## src/rtl/cas_mf_pkg.sv

```systemverilog
package cas_mf_pkg;

    localparam int MF_FRAMES = 16;
    localparam int MF_IDX_W  = $clog2(MF_FRAMES);

    typedef logic [MF_IDX_W-1:0] mf_idx_t;

    typedef enum logic [1:0] {
        ST_HUNT   = 2'd0,
        ST_VERIFY = 2'd1,
        ST_LOCK   = 2'd2
    } mf_state_e;

    // Per-strobe observation of time slot 16
    typedef struct packed {
        logic strobe;
        logic is_word;
        logic prev_word;
    } ts16_obs_t;

    function automatic logic is_align_word(input logic [7:0] octet);
        return (octet[7:4] == 4'b0000);
    endfunction

endpackage

```

## src/rtl/cas_word_detect.sv

```systemverilog
module cas_word_detect
    import cas_mf_pkg::*;
(
    input  logic       clk,
    input  logic       rst,
    input  logic       ts_stb,
    input  logic [7:0] ts16,
    output ts16_obs_t  obs
);
    logic prev_q;
    logic word_now;

    assign word_now = is_align_word(ts16);

    // Remembers whether the last strobed octet was an alignment word
    always_ff @(posedge clk) begin
        if (rst) begin
            prev_q <= 1'b0;
        end else if (ts_stb) begin
            prev_q <= word_now;
        end
    end

    always_comb begin
        obs.strobe    = ts_stb;
        obs.is_word   = word_now;
        obs.prev_word = prev_q;
    end
endmodule

```

## src/rtl/cas_mf_timer.sv

```systemverilog
module cas_mf_timer #(
    parameter int LIMIT = 96
) (
    input  logic clk,
    input  logic rst,
    input  logic clr,
    input  logic tick,
    output logic last
);
    localparam int CW = (LIMIT > 1) ? $clog2(LIMIT) : 1;
    localparam logic [CW-1:0] LAST_VAL = CW'(LIMIT - 1);

    logic [CW-1:0] cnt_q;

    assign last = (cnt_q == LAST_VAL);

    always_ff @(posedge clk) begin
        if (rst || clr) begin
            cnt_q <= '0;
        end else if (tick) begin
            cnt_q <= last ? '0 : cnt_q + CW'(1);
        end
    end
endmodule

```

## src/rtl/cas_mf_fsm.sv

```systemverilog
module cas_mf_fsm
    import cas_mf_pkg::*;
#(
    parameter int CONFIRM_WORDS = 2
) (
    input  logic      clk,
    input  logic      rst,
    input  logic      fas_sync,
    input  logic      strict_mode,
    input  ts16_obs_t obs,
    input  logic      tmo_last,
    output logic      searching,
    output logic      locked,
    output mf_idx_t   frame_idx,
    output logic      resync
);
    localparam int HW = (CONFIRM_WORDS > 1) ? $clog2(CONFIRM_WORDS) : 1;
    localparam logic [HW-1:0] HIT_LAST = HW'(CONFIRM_WORDS - 1);

    mf_state_e     st_q, st_n;
    mf_idx_t       pos_q, pos_n;
    logic [HW-1:0] hit_q, hit_n;
    logic          rs_q, rs_n;

    always_comb begin
        st_n  = st_q;
        pos_n = pos_q;
        hit_n = hit_q;
        rs_n  = 1'b0;
        if (!fas_sync) begin
            st_n  = ST_HUNT;
            pos_n = '0;
            hit_n = '0;
        end else if (obs.strobe) begin
            unique case (st_q)
                ST_HUNT: begin
                    if (obs.is_word && !obs.prev_word) begin
                        st_n  = strict_mode ? ST_VERIFY : ST_LOCK;
                        pos_n = '0;
                        hit_n = '0;
                    end
                end
                ST_VERIFY: begin
                    pos_n = pos_q + mf_idx_t'(1);
                    if (pos_n == '0) begin
                        if (!obs.is_word) begin
                            st_n = ST_HUNT;
                        end else if (hit_q == HIT_LAST) begin
                            st_n = ST_LOCK;
                        end else begin
                            hit_n = hit_q + HW'(1);
                        end
                    end
                end
                ST_LOCK: begin
                    pos_n = pos_q + mf_idx_t'(1);
                end
                default: st_n = ST_HUNT;
            endcase
            // Expiry only when this strobe does not complete lock
            if (st_q != ST_LOCK && st_n != ST_LOCK && tmo_last) begin
                rs_n  = 1'b1;
                st_n  = ST_HUNT;
                pos_n = '0;
                hit_n = '0;
            end
        end
    end

    always_ff @(posedge clk) begin
        if (rst) begin
            st_q  <= ST_HUNT;
            pos_q <= '0;
            hit_q <= '0;
            rs_q  <= 1'b0;
        end else begin
            st_q  <= st_n;
            pos_q <= pos_n;
            hit_q <= hit_n;
            rs_q  <= rs_n;
        end
    end

    assign searching = (st_q != ST_LOCK);
    assign locked    = (st_q == ST_LOCK);
    assign frame_idx = locked ? pos_q : '0;
    assign resync    = rs_q;
endmodule

```

## src/rtl/cas_mf_align.sv

```systemverilog
module cas_mf_align
    import cas_mf_pkg::*;
#(
    parameter int TIMEOUT_FRAMES = 96,
    parameter int CONFIRM_WORDS  = 2
) (
    input  logic       clk,
    input  logic       rst,
    input  logic       fas_sync,
    input  logic       strict_mode,
    input  logic       ts_stb,
    input  logic [7:0] ts16,
    output logic       mf_locked,
    output logic [3:0] frame_num,
    output logic       resync_req
);
    ts16_obs_t obs;
    logic      searching;
    logic      tmo_last;
    logic      locked;
    mf_idx_t   idx;
    logic      rs;

    cas_word_detect u_detect (
        .clk    (clk),
        .rst    (rst),
        .ts_stb (ts_stb),
        .ts16   (ts16),
        .obs    (obs)
    );

    cas_mf_timer #(.LIMIT(TIMEOUT_FRAMES)) u_timer (
        .clk  (clk),
        .rst  (rst),
        .clr  (!fas_sync || !searching),
        .tick (fas_sync && ts_stb && searching),
        .last (tmo_last)
    );

    cas_mf_fsm #(.CONFIRM_WORDS(CONFIRM_WORDS)) u_fsm (
        .clk         (clk),
        .rst         (rst),
        .fas_sync    (fas_sync),
        .strict_mode (strict_mode),
        .obs         (obs),
        .tmo_last    (tmo_last),
        .searching   (searching),
        .locked      (locked),
        .frame_idx   (idx),
        .resync      (rs)
    );

    assign mf_locked  = locked;
    assign frame_num  = 4'(idx);
    assign resync_req = rs;
endmodule

```

## config.mk

```make
export PLATFORM = sky130hd
export DESIGN_NAME = cas_mf_align
export DESIGN_NICKNAME = d
export VERILOG_FILES = /design/src/rtl/cas_mf_pkg.sv /design/src/rtl/cas_word_detect.sv /design/src/rtl/cas_mf_timer.sv /design/src/rtl/cas_mf_fsm.sv /design/src/rtl/cas_mf_align.sv
export SDC_FILE = /design/constraint.sdc
export NUM_CORES = 1
export LEC_CHECK = 0
export BUFFER_PORTS_ARGS = -buffer_cell sky130_fd_sc_hd__buf_4
export CORE_MARGIN = 2
export CORE_UTILIZATION = 44
export DETAILED_ROUTE_END_ITERATION = 10
export PLACE_DENSITY_LB_ADDON = 0.15
export SETUP_SLACK_MARGIN = 0.3
export SLEW_MARGIN = 30
export SYNTH_ARGS = -nofsm -noshare
export SYNTH_HDL_FRONTEND = slang
export SYNTH_SLANG_ARGS = --single-unit
```

## constraint.sdc

```tcl
create_clock -name clk -period 5.8 [get_ports clk]
set_input_delay 1.16 -clock clk [delete_from_list [all_inputs] [get_ports clk]]
set_output_delay 1.16 -clock clk [all_outputs]
set_load 0.01 [all_outputs]
```

==> summary.md <==
| Metric | Value |
|---|---|
| Status | finished clean |
| CTS-repair resized insts | 0 |
| Crit start category | input port |
| Synth Net Count | between 150 and 200 |
| Post-place setup slack | roughly 2600 ps |
| Core Region | about 2500 sq um |
| Register area share after synthesis | 0.278 |
| CP endpoint kind | flip-flop |
| RSZ-0062 raised after global routing | no |
| Worst reg2reg path depth | 9 |
| DR pass1 iterations | 4 |
| Worst path max stage delay | approximately 440 ps |
| Simple-gate area share of the yosys netlist | 0.363 |
| Setup ws final | about 2900 ps |
| Initial Util | 0.465 |
| GP Congestion | 0.933 |
| Asr flop ratio synth | 0 |
| Clk pin slew, worst setup/hold paths | 100 ps |
| MaxCap Viol Count | 0 |
| CTS Buffer Depth | 2 |
| WP buf/inv | 1 |
| DRC violations left | 0 |
| Largest family of logic cells by synthesized area | simple AND/OR/NAND/NOR gates |
| Synth area leaders | dfxtp_1 28%, ha_1 8.7%, nand2_1 5.9% |
| Share of cells above drive strength 1 | 0.210 |
| Setup crit start | ts16[5] |
| Total track usage | 0.194 |
| CP arrival | about 3100 ps |
| Number of synthesized register bits | 16 |
| Clk_lat worst skew | about 300 ps |
| Switch share | 0.248 |
| Crit-path max FO | 6 |
| Pwr/cell area | between 150 and 200 nW/um^2 |
| Total grt overflow | 0 |
| R2r endpoint | u_fsm.pos_q[1] |
| Synth cell types | 47 |
| Vias in the first global route | ~950 |
| Period utilization | 0.499 |
| Routed Antenna Nets | 0 |
| Routed WL | 2520 um |
| Via/cell ratio | 5.76 |
| Final hold vios | 0 |
| Num rows | 18 |
| Adder-Cell Fraction of Synth Area | 0.0869 |
| Post-synthesis cell count | 140 |
| Hold_buf cts | 0 |
| VDD IR max | about 0.12 mV |
| Top-count cell post-synth | nand2_1 |
| Slew headroom | 0.649 |
| CTS tree | yes |
| Hold Path Stages | 2 |
| Power after layout | around 0.21 mW |
| Fmax | 0.345 GHz |
| Cts bufs inserted | 3 |
| DR iter-0 viols | 42 |
| Setup Skew | ~13 ps |
| Required @ worst endpoint | about 6000 ps |
| Ys Warns | 0 |
| Critical path cell sequence | buf_4 -> nor4_4 -> nand2b_2 -> a221oi_2 -> a41oi_2 -> o21ai_1 -> nand3_1 -> o22ai_1 |
| Power share of the combinational group | 0.098 |
| Hold Path Class | reg -> reg |
| Die area | about 3000 sq um |
| Seq pwr share | 0.528 |
| Nets | about 180 |
| Sw Pwr | about 0.052 mW |
| Mux share of post-synthesis cell area | 0.00977 |
| Crit-path leading delay family | compound AO/OA/AOI/OAI gates |
| Initial antenna violation count | 0 |
| Final Critical Period | slightly below 3000 ps |
| Clk pwr share | 0.373 |
| Cell Count Post-Placement | ~180 |
| First-pass GRT wire length | 4230 um |
| CTS sink count | 16 |
| Average wire per cell in the routed design | 13.4 um |
| H-Tree Depth | 1 |
| Stages on the worst setup path | 8 |
| Critical path type | in -> reg |
| Die height | 55.2 um |
| HPWL after DPL | around 1900 um |
| Total vias in the final route | roughly 1.1k |
| Setup TNS | 0 ps |
| Slowest-stage cell, CP | o21ai_1 |
| Pin count of the biggest net entering global routing | 14 |
| Final Setup Violations | 0 |
| Commonest cells in the netlist | 18 x nand2_1, 16 x dfxtp_1, 15 x nor2_1, 8 x ha_1, 8 x nand3_1 |
| Post CTS Setup Buffer Count | 0 |
| Post-Synth XOR/XNOR Area | 0.0304 |
| Number of port buffers | 14 |
| Worst r2r src | u_fsm.st_q[0] |
| Area share of the leading cell type in the synthesized netlist | 0.278 |
| Synth Area in Compound Gates | 0.206 |
| Fin area | between 1000 and 1500 sq um |
| Synthesized area | approximately 1200 sq um |
| Leak pwr | 0.479 nW |
| Placed inst area | 1290 sq um |
| Worst-margin pin slew | approximately 530 ps |
| Root Driver | clkbuf_4 |
| Non-Filler Instances | around 190 |
| N_diodes | 0 |
| Post-synth EDFFs | 0 |
| Syn avg cell area | 8.23 sq um |
| Ports | 19 |
| Die Wd | 55.2 um |
| Max Slew Vio Count | 0 |
| Main synth FF type | dfxtp_1 |
| Dominant cell type by area after synthesis | dfxtp_1 |
| CP Capture Point | u_fsm.pos_q[1] |
| Area grow syn2layout | 15.2% |
| Int Pwr | 0.158 mW |
| Reg2Reg Setup Slack | 3450 ps |
through the flow:
stage,utilization,hold WS [ps]
2_1_floorplan,-,449
3_3_place_gp,0.521,466
3_5_place_dp,0.521,481
4_1_cts,0.536,498
5_1_grt,0.536,521
6_report,0.536,493
power groups by stage:
stage	Clock (mW)	Sequential (mW)	Combinational, mW
after CTS	0.0801	0.111	0.0207
after floorplan	0	0.113	0.0119
final	0.0783	0.111	0.0206
after detailed placement	0	0.113	0.0206
after global placement	0	0.113	0.0202
after global routing	0.0855	0.111	0.0228
cell type report:
| cell class | instances | area [sq um] |
|---|---|---|
| timing repair buffer | 14 | 105 |
| sequential | 16 | 320 |
| tap | 30 | 37.5 |
| multi-input combinational | 116 | 802 |
| fill | 221 | 1150 |
| inverter | 7 | 26.3 |
| clock buffer | 4 | 36.3 |
worst register-to-register path: cells and delay by family, from the launching register on:
family                     cells  cell delay [ps]
AOI/OAI and AO/OA              4              950
adders and majority gates      1              300
buffers and inverters          1              150
DFF                            1              490
and+or+nand+nor                3              370
layer usage:
metal,part of all wire,vias up,wire (um),global-route usage
met5,0,-,0,0
li1,-,547,-,-
met4,0.0091,0,23,0.0610
met3,0.080,4,202,0.0376
met1,0.46,490,1160,0.267
met2,0.45,36,1130,0.304
how the worst min path moves through the flow:
stage,start,endpoint,slack (ps)
4_1_cts,u_timer.cnt_q[6],u_timer.cnt_q[6],500
2_1_floorplan,u_timer.cnt_q[6],u_timer.cnt_q[6],450
3_5_place_dp,u_timer.cnt_q[6],u_timer.cnt_q[6],480
5_1_grt,u_timer.cnt_q[6],u_timer.cnt_q[6],520
6_report,u_timer.cnt_q[6],u_timer.cnt_q[6],490
3_3_place_gp,u_timer.cnt_q[6],u_timer.cnt_q[6],470
flip-flops by register name, summed over array words and instances, names as in the netlist:
name / cells
u_fsm.st_q: 2
u_fsm.pos_q: 4
u_timer.cnt_q: 7
u_fsm.resync: 1
u_fsm.hit_q: 1
u_detect.prev_q: 1
layout by cell type (no fill, tap or decap), types with 2 or more instances in the layout:
cell,synthesis,routed
nand2_1,18,18
dfxtp_1,16,16
nor2_1,15,15
buf_4,0,14
nand3_1,8,8
ha_1,8,8
inv_1,7,7
a21oi_1,6,6
and2_1,5,5
o21ai_0,4,4
nand2b_1,3,3
o22ai_1,3,3
nand4b_1,3,3
nor3_1,3,3
clkbuf_4,0,3
nor2b_1,2,2
or3_1,2,2
a211oi_1,2,2
xor2_1,2,2
xnor2_1,2,2
o311a_1,2,2
a21boi_0,2,2
cells by family after synthesis:
kind of cell	Yosys count
buffers and inverters	8
and+or+nand+nor	73
DFF	16
AOI/OAI and AO/OA	30
xor gates and xnor gates	4
adders and majority gates	8
muxes	1
Power figures use the tool's default switching activity.
